[src/rtl/lcd_sync_pkg.sv]
package lcd_sync_pkg;
   typedef enum logic [1:0] {
      PIX_WIDE = 2'd0,
      PIX_565N = 2'd1,
      PIX_888N = 2'd2,
      PIX_NONE = 2'd3
   } pix_mode_e;

   localparam int MAX_CPP = 3;
endpackage

[src/rtl/lcd_mode_ctrl.sv]
module lcd_mode_ctrl
   import lcd_sync_pkg::*;
#(
   parameter int H_TOTAL  = 336,
   parameter int H_ACTIVE = 320,
   parameter int H_SYNC   = 2,
   parameter int H_START  = 7,
   parameter int CORR_X1  = 0,
   parameter int CORR_X2  = 3,
   parameter int CORR_X3  = 5,
   parameter int HC_W     = 10,
   parameter int PH_W     = 2
) (
   input  logic            clk,
   input  logic            rst_n,
   input  logic            en,
   input  logic [1:0]      mode_in,
   input  logic            frame_end,
   output logic            run,
   output logic [PH_W-1:0] cpp_last,
   output logic [HC_W-1:0] h_last,
   output logic [HC_W-1:0] h_sync_w,
   output logic [HC_W-1:0] h_de_beg,
   output logic [HC_W-1:0] h_de_end
);
   pix_mode_e mode_q;
   logic      run_q;

   always_ff @(posedge clk or negedge rst_n) begin
      if (!rst_n) begin
         mode_q <= PIX_NONE;
         run_q  <= 1'b0;
      end else if (!en) begin
         run_q  <= 1'b0;
      end else if (!run_q || frame_end) begin
         mode_q <= pix_mode_e'(mode_in);
         run_q  <= (mode_in != PIX_NONE);
      end
   end

   assign run = run_q && en;

   always_comb begin
      int cpp;
      int corr;
      case (mode_q)
         PIX_565N: begin cpp = 2; corr = CORR_X2; end
         PIX_888N: begin cpp = 3; corr = CORR_X3; end
         default:  begin cpp = 1; corr = CORR_X1; end
      endcase
      cpp_last = PH_W'(cpp - 1);
      h_last   = HC_W'(H_TOTAL * cpp - 1);
      h_sync_w = HC_W'(H_SYNC * cpp);
      h_de_beg = HC_W'(H_START * cpp + corr);
      h_de_end = HC_W'(H_START * cpp + corr + H_ACTIVE * cpp);
   end
endmodule

[src/rtl/lcd_line_timer.sv]
module lcd_line_timer #(
   parameter int HC_W  = 10,
   parameter int PH_W  = 2,
   parameter int COL_W = 9
) (
   input  logic             clk,
   input  logic             rst_n,
   input  logic             run,
   input  logic             v_vis,
   input  logic [PH_W-1:0]  cpp_last,
   input  logic [HC_W-1:0]  h_last,
   input  logic [HC_W-1:0]  h_sync_w,
   input  logic [HC_W-1:0]  h_de_beg,
   input  logic [HC_W-1:0]  h_de_end,
   output logic             h_sync_act,
   output logic             line_end,
   output logic             de,
   output logic [PH_W-1:0]  pix_phase,
   output logic [COL_W-1:0] col
);
   logic [HC_W-1:0]  hcnt;
   logic [PH_W-1:0]  phase_q;
   logic [COL_W-1:0] col_q;

   always_ff @(posedge clk or negedge rst_n) begin
      if (!rst_n)              hcnt <= '0;
      else if (!run)           hcnt <= '0;
      else if (hcnt == h_last) hcnt <= '0;
      else                     hcnt <= hcnt + HC_W'(1);
   end

   assign h_sync_act = run && (hcnt < h_sync_w);
   assign line_end   = run && (hcnt == h_last);
   assign de         = run && v_vis && (hcnt >= h_de_beg) && (hcnt < h_de_end);

   always_ff @(posedge clk or negedge rst_n) begin
      if (!rst_n) begin
         phase_q <= '0;
         col_q   <= '0;
      end else if (!de) begin
         phase_q <= '0;
         col_q   <= '0;
      end else if (phase_q == cpp_last) begin
         phase_q <= '0;
         col_q   <= col_q + COL_W'(1);
      end else begin
         phase_q <= phase_q + PH_W'(1);
      end
   end

   assign pix_phase = de ? phase_q : '0;
   assign col       = de ? col_q   : '0;
endmodule

[src/rtl/lcd_frame_timer.sv]
module lcd_frame_timer #(
   parameter int V_VISIBLE = 240,
   parameter int V_BLANK   = 4,
   parameter int LN_W      = 8
) (
   input  logic            clk,
   input  logic            rst_n,
   input  logic            run,
   input  logic            line_end,
   input  logic            h_sync_act,
   output logic            v_vis,
   output logic            v_sync_act,
   output logic            frame_end,
   output logic [LN_W-1:0] line
);
   localparam int V_TOTAL = V_VISIBLE + V_BLANK;
   localparam logic [LN_W-1:0] V_LAST = LN_W'(V_TOTAL - 1);

   logic [LN_W-1:0] vcnt;

   always_ff @(posedge clk or negedge rst_n) begin
      if (!rst_n)        vcnt <= '0;
      else if (!run)     vcnt <= '0;
      else if (line_end) vcnt <= (vcnt == V_LAST) ? '0 : vcnt + LN_W'(1);
   end

   assign frame_end  = line_end && (vcnt == V_LAST);
   assign v_vis      = run && (vcnt < LN_W'(V_VISIBLE));
   assign v_sync_act = h_sync_act && (vcnt == '0);
   assign line       = run ? vcnt : '0;
endmodule

[src/rtl/lcd_sync_gen.sv]
module lcd_sync_gen
   import lcd_sync_pkg::*;
#(
   parameter int H_TOTAL   = 336,
   parameter int H_ACTIVE  = 320,
   parameter int H_SYNC    = 2,
   parameter int H_START   = 7,
   parameter int CORR_X1   = 0,
   parameter int CORR_X2   = 3,
   parameter int CORR_X3   = 5,
   parameter int V_VISIBLE = 240,
   parameter int V_BLANK   = 4,
   parameter int HC_W      = $clog2(H_TOTAL * MAX_CPP + 1),
   parameter int PH_W      = $clog2(MAX_CPP),
   parameter int COL_W     = $clog2(H_ACTIVE + 1),
   parameter int LN_W      = $clog2(V_VISIBLE + V_BLANK)
) (
   input  logic             clk,
   input  logic             rst_n,
   input  logic             en,
   input  logic [1:0]       mode,
   output logic             hsync_n,
   output logic             vsync_n,
   output logic             de,
   output logic [PH_W-1:0]  pix_phase,
   output logic [COL_W-1:0] col,
   output logic [LN_W-1:0]  line
);
   for (genvar k = 1; k <= MAX_CPP; k++) begin : g_chk_mode
      localparam int CORR = (k == 1) ? CORR_X1 : (k == 2) ? CORR_X2 : CORR_X3;
      if ((H_START + H_ACTIVE) * k + CORR > H_TOTAL * k) begin : g_bad_window
         $error("active window overruns the line for a clocks-per-pixel factor");
      end
   end
   if (H_SYNC >= H_START) begin : g_bad_sync
      $error("line sync must end before the active window begins");
   end
   if (V_VISIBLE < 1 || V_BLANK < 0) begin : g_bad_frame
      $error("frame needs at least one visible line");
   end

   logic            run, line_end, frame_end, h_sync_act, v_sync_act, v_vis;
   logic [PH_W-1:0] cpp_last;
   logic [HC_W-1:0] h_last, h_sync_w, h_de_beg, h_de_end;

   lcd_mode_ctrl #(
      .H_TOTAL(H_TOTAL), .H_ACTIVE(H_ACTIVE), .H_SYNC(H_SYNC), .H_START(H_START),
      .CORR_X1(CORR_X1), .CORR_X2(CORR_X2), .CORR_X3(CORR_X3),
      .HC_W(HC_W), .PH_W(PH_W)
   ) u_mode (
      .clk(clk), .rst_n(rst_n), .en(en), .mode_in(mode), .frame_end(frame_end),
      .run(run), .cpp_last(cpp_last), .h_last(h_last), .h_sync_w(h_sync_w),
      .h_de_beg(h_de_beg), .h_de_end(h_de_end)
   );

   lcd_line_timer #(.HC_W(HC_W), .PH_W(PH_W), .COL_W(COL_W)) u_line (
      .clk(clk), .rst_n(rst_n), .run(run), .v_vis(v_vis), .cpp_last(cpp_last),
      .h_last(h_last), .h_sync_w(h_sync_w), .h_de_beg(h_de_beg), .h_de_end(h_de_end),
      .h_sync_act(h_sync_act), .line_end(line_end), .de(de),
      .pix_phase(pix_phase), .col(col)
   );

   lcd_frame_timer #(.V_VISIBLE(V_VISIBLE), .V_BLANK(V_BLANK), .LN_W(LN_W)) u_frame (
      .clk(clk), .rst_n(rst_n), .run(run), .line_end(line_end), .h_sync_act(h_sync_act),
      .v_vis(v_vis), .v_sync_act(v_sync_act), .frame_end(frame_end), .line(line)
   );

   assign hsync_n = ~h_sync_act;
   assign vsync_n = ~v_sync_act;
endmodule

[config.mk]
export PLATFORM = sky130hd
export DESIGN_NAME = lcd_sync_gen
export DESIGN_NICKNAME = d
export VERILOG_FILES = /design/src/rtl/lcd_sync_pkg.sv /design/src/rtl/lcd_mode_ctrl.sv /design/src/rtl/lcd_line_timer.sv /design/src/rtl/lcd_frame_timer.sv /design/src/rtl/lcd_sync_gen.sv
export SDC_FILE = /design/constraint.sdc
export NUM_CORES = 1
export LEC_CHECK = 0
export CAP_MARGIN = 20
export CORE_MARGIN = 1
export CORE_UTILIZATION = 35
export DETAILED_ROUTE_END_ITERATION = 7
export SYNTH_ARGS = -nofsm -noshare
export SYNTH_HDL_FRONTEND = slang
export SYNTH_SLANG_ARGS = --single-unit
[constraint.sdc]
create_clock -name clk -period 5.3 [get_ports clk]
set_input_delay 0.795 -clock clk [delete_from_list [all_inputs] [get_ports clk]]
set_output_delay 0.795 -clock clk [all_outputs]
set_load 0.02 [all_outputs]
# == Word-level counts from Yosys, hierarchy flattened ==
# Cells that the tools add are included.
# Widths: inputs -> output; s select.
# word_totals
output_inout_bits,22
register_bits,32
# classes
n_bitwise,2
add_sub_neg,8
mul,3
magnitude_cmp,4
n_mux,16
eq_ne,9
n_reduce_logical,13
# ops
cell,n
$mux 8,4
$mux 9,3
$mux 10,2
$add 10x1->10 const B,1
$add 10x10->10,1
$add 10x4->10,1
$eq 10x10->1,1
$ge 10x10->1,1
$lt 10x10->1,1
$lt 10x3->1,1
$sub 10x2->10 const B,1
$add 9x1->9 const B,1
$logic_and 1x1->1,9
$add 8x1->8 const B,1
$eq 8x8->1 const B,1
$logic_not 8->1,1
$lt 8x8->1 const B,1
$mul 5x2->6 const A,1
$mux 2,3
$ne 2x2->1 const B,3
$pmux 3 s2,1
$mul 3x2->5 const A,1
$mul 3x2->4 const A,1
$pmux 2 s2,1
other kinds (11),13

# == Depth between registers and ports, before layout ==
# logic_depth
ltp_word,10
depth_mapped,10
mapped_depth_nobuf,9

# == Modules after synthesis ==
# Synthesis repeated with hierarchy kept, for this count alone.
# hier_totals
cells_unflattened,346
area_unflattened_um2,3022.9
# by_module_without_submodules
mod,cells_each,seq_area_each_um2,area_per_inst_um2,n_inst
lcd_line_timer,217,525.5,1896.8,1
lcd_frame_timer,70,200.2,624.3,1
lcd_mode_ctrl,57,77.6,494.2,1
lcd_sync_gen,2,0.0,7.5,1

# == Worst setup path before layout ==
# Ideal clock, no wire load.
# synth_path
kind,reg-to-output
startpoint,reg u_mode.mode_q[0]
endpoint,out col[0]
arrival_time_ns,2.731
slack_ns,1.774
n_path_buf,1
path_stages_with_launch,11
path_cell_list,dfstp_2 -> inv_1 -> ha_1 -> inv_1 -> o211ai_1 -> ha_1 -> nand2_1 -> o21a_1 -> o211a_1 -> clkbuf_1 -> nor4_1
# synth_between
elab_chain_len,8
word_cells_on_any_way,13
cone_classes,2 x add/sub; 2 x mul; 2 x order compare; 2 x eq/ne; 3 x mux; 2 x reduce/logical
# synth_lines
element,line_no,source
"start, declared",lcd_mode_ctrl.sv:26,pix_mode_e mode_q;
"start signal, assigned",lcd_mode_ctrl.sv:36,mode_q <= pix_mode_e'(mode_in);
$eq 2x2->1 / $eq 2x1->1 (equally long branches),lcd_mode_ctrl.sv:46,case (mode_q)
$pmux 2 s2,lcd_mode_ctrl.sv:46,
$mul 3x2->5,"lcd_mode_ctrl.sv:54, lcd_mode_ctrl.sv:55",
$add 10x4->10,"lcd_mode_ctrl.sv:54, lcd_mode_ctrl.sv:55",
$add 10x10->10 / $ge 10x10->1 (equally long branches),"lcd_mode_ctrl.sv:55, lcd_line_timer.sv:34",
$lt 10x10->1 / $logic_and 1x1->1 (equally long branches),lcd_line_timer.sv:34,assign de = run && v_vis && (hcnt >= h_de_beg) && (hcnt < h_de_end);
$logic_and 1x1->1 *,lcd_line_timer.sv:34,
$mux 9 *,lcd_line_timer.sv:52,assign col = de ? col_q : '0;
"end, declared",lcd_sync_gen.sv:26,"output logic [COL_W-1:0] col,"
# Mark *: on every way between the ends. The rest lies on a longest branch, timed or not.

# == Worst setup path after layout ==
# layout_path
startpoint,reg u_mode.mode_q[0]
endpoint,out col[7]
# The elaborated chain is that of the path after synthesis.

==> results.py <==
metrics = {
    "clocking": {
        "cts_setup_buffers": 0,
        "cts_tree": "done",
        "cts_hold_buf": 0,
        "clock_path_buffers": 2,
        "htree_num_levels": 2,
        "path_clk_slew_ns": 0.07,
        "cts.sinks": 32,
        "cts_resized": 0,
        "clk_root_buffer_cell": "clkbuf_8",
        "insertion_delay_ns": 0.28,
        "cts_made_buffers": 5,
    },
    "detailed_routing": {
        "viasPerCell": 5.45,
        "routed_wl_mm": 4.81,
        "drtAntennaViolNets": 0,
        "firstDrtPassIters": 4,
        "drt_iter0_drc": 57,
        "wl_per_cell_um": 13.7,
        "vias": 1909,
        "drcViolationCount": 0,
    },
    "setup_path": {
        "cp.arrival_ns": 3.47,
        "startpoint_type": "flop",
        "cp.required_ns": 4.51,
        "path_max_fanout": 23,
        "critPathKind": "flop to output pin",
        "cp-end-kind": "output pin",
    },
    "power": {
        "p_leak_nw": 1.06,
        "p_sw_mw": 0.155,
        "p_sw_share_pct": 28.2,
        "p_int_mw": 0.395,
        "pwr-share-comb_pct": 18.6,
        "ir_worst_vdd_mv": 0.105,
        "powerDensity_nw_per_um2": 207,
        "p_clk_share_pct": 34.9,
        "seq_power_share_pct": 46.5,
    },
    "layout": {
        "drive_gt1_share_pct": 7.27,
        "multiInputGateArea_um2": 1280,
        "antenna_cells": 0,
        "area_delta_synth_final_pct": 19.8,
        "layout.nets": 300,
        "fillers": 622,
        "seq_area_um2": 803,
    },
    "flow_run": {
        "cap_viol_max_count": 0,
    },
    "place": {
        "dp_hpwl_mm": 3.50,
        "place_worst_setup_slack_ns": 1.32,
        "finalWeightedCongestion": 0.829,
        "port-buffer-count": 26,
    },
    "logic_synthesis": {
        "synth_edf_count": 0,
        "syn-num-nets": 274,
        "synth_simple_gate_area_share_pct": 25.4,
        "synth_top_family_by_area": "simple AND/OR/NAND/NOR gates",
        "synth_flop_cell": "dfrtp_1",
        "synth-xor-area-share_pct": 7.52,
        "async_flop_share_pct": 100,
        "yosys.area_share.adder_pct": 11.9,
        "muxShareOfSynthArea_pct": 0.904,
        "synth_cell_types": 41,
        "synth-seq-area-share_pct": 36.3,
        "synth_seq_cells": 32,
        "yosys_warnings": 0,
        "synth_compound_area_share_pct": 12.0,
        "netlist_area_um2": 2210,
        "synth.avg_cell_area_um2": 8.92,
        "synth_cells": 248,
    },
    "sta": {
        "fin_skew_ns": 0.00326,
        "setup_slack_ns": 1.03,
        "layout_min_cycle_time_ns": 4.27,
        "tns_ns": 0,
        "post-route-period-util_pct": 80.5,
        "hold_viol_final": 0,
        "slew_headroom_pct": 40.9,
        "grt_setup_unrepaired": "false",
        "clock.fmax_mhz": 234,
        "worst_slew_pin_slew_ns": 0.875,
        "slew_viol_final": 0,
        "finalSetupViolCount": 0,
    },
    "worst_hold_path": {
        "min_path_type": "flop to flop",
    },
    "global_routing": {
        "grt_pass1_vias": 1776,
        "grt_usage_pct": 15.7,
        "gr-total-overflow": 0,
        "grt_pass1_wl_mm": 8.01,
        "antenna_found_initial": 0,
        "grt_max_degree": 33,
    },
    "die": {
        "core_area_um2": 6030,
        "die-area_um2": 6650,
        "die_x_um": 81.5,
        "die_y_um": 81.5,
        "start_util_pct": 36.7,
        "num_rows": 28,
        "pin_count": 27,
    },
    "outcome": {
        "outcome": "finished clean",
    },
}
==> Yosys cell counts, drive strengths merged, types with 3 or more instances <==
cell type	n	area (um^2)
dfrtp	30	751
nor4	26	163
inv	24	90.1
ha	21	263
nand2	15	56.3
nor2	13	48.8
xnor2	12	105
clkbuf	10	37.5
a21oi	9	45.0
nand4	9	56.3
and3	7	43.8
nand3	7	40.0
xor2	7	61.3
nor3	6	30.0
o211ai	5	37.5
nand2b	4	25.0
o21a	4	30.0
o21ai	4	20.0
nor3b	3	22.5
or2	3	18.8
or4	3	26.3
==> sequential cells by signal, indices dropped and copies added (netlist names) <==
name and flops:
u_frame.vcnt 8, u_mode.run_q 1, u_line.col_q 9, u_line.hcnt 10, u_line.phase_q 2, u_mode.mode_q 2
==> area by class of cell <==
class	count	area share, %
well taps	75	3.54
flip-flops and latches	32	30.3
multi-input cells	181	48.4
repair buffers	30	10.9
clock buffers	8	3.40
inverters	24	3.40
==> metal layers <==
layer  wire [um]  vias to the layer above  global-route usage, %
met3         132                        7                   3.00
li1            -                      956                      -
met1        2320                      915                   19.0
met2        2280                       31                   27.4
met4          82                        0                   5.36
met5           0                        -                      0
==> path summary, 6_finish.rpt <==
kind	startpoint	endpoint	slack (ns)	cells past startpoint
max in group asynchronous	rst_n	u_mode.mode_q[1]$_DFFE_PN1P_	4.04	2
worst max register to register	u_mode.mode_q[0]$_DFFE_PN1P_	u_frame.vcnt[2]$_DFFE_PN0P_	2.43	7
worst max-delay path	u_mode.mode_q[0]$_DFFE_PN1P_	col[7]	1.03	10
worst min register to register	u_line.hcnt[0]$_DFF_PN0_	u_line.hcnt[0]$_DFF_PN0_	0.50	1
worst min-delay path	u_line.hcnt[0]$_DFF_PN0_	u_line.hcnt[0]$_DFF_PN0_	0.50	1
min in group asynchronous	rst_n	u_line.col_q[5]$_DFFE_PN0P_	0.92	2
==> kinds of logic (layout without fill, tap and decap cells) <==
logic type / count (synthesis) / after routing
AND/OR/NAND/NOR: 101 / 101
multiplexers: 2 / 2
flip-flops: 32 / 32
XOR/XNOR: 19 / 19
buffers and inverters: 35 / 62
AO/OA/AOI/OAI: 38 / 38
adder cells (fa/ha/maj): 21 / 21
==> placed cells by master (no fill, tap or decap), types with 2 or more instances in the layout <==
cell	instances
dfrtp_1	30
nor4_1	26
clkdlybuf4s50_1	26
inv_1	24
ha_1	21
nand2_1	15
nor2_1	13
xnor2_1	12
nand4_1	9
a21oi_1	9
and3_1	7
xor2_1	7
nor3_1	6
nand3_1	6
clkbuf_8	6
o211ai_1	5
o21ai_0	4
nand2b_1	4
o21a_1	4
buf_4	4
or2_2	3
nor3b_1	3
or3_1	2
o2111ai_1	2
o22ai_1	2
or4_1	2
mux2i_1	2
a31o_2	2
a2111oi_0	2
clkbuf_1	2
dfstp_2	2
==> per-stage QoR <==
stage                     hold slack, ns  utilization (%)  area, um^2  cells  power [mW]
after global placement             0.492             42.5        2560    342       0.361
final                              0.500             44.0        2650    350       0.550
after CTS                          0.505             44.0        2650    350       0.560
after global routing               0.522             44.0        2650    350       0.583
after detailed placement           0.495             42.5        2560    342       0.363
after floorplan                    0.455                -        2210    248       0.333
==> worst max-delay path, stage by stage, from the launching register on <==
cell             delay (ns)
dfstp_2                0.57
inv_1                  0.07
ha_1                   0.39
inv_1                  0.11
o211ai_1               0.10
ha_1                   0.33
nand2_1                0.06
o21a_1                 0.19
o211a_1                0.38
nor4_1                 0.35
clkdlybuf4s50_1        0.65
==> power groups by stage <==
stage | logic (mW) | clock network [mW] | registers, mW
floorplan | 0.0740 | 0 | 0.259
global placement | 0.101 | 0 | 0.260
detailed placement | 0.103 | 0 | 0.260
CTS | 0.103 | 0.201 | 0.256
global route | 0.116 | 0.210 | 0.257
finish | 0.102 | 0.192 | 0.256
Note: power is estimated with default switching activity, not from simulation.
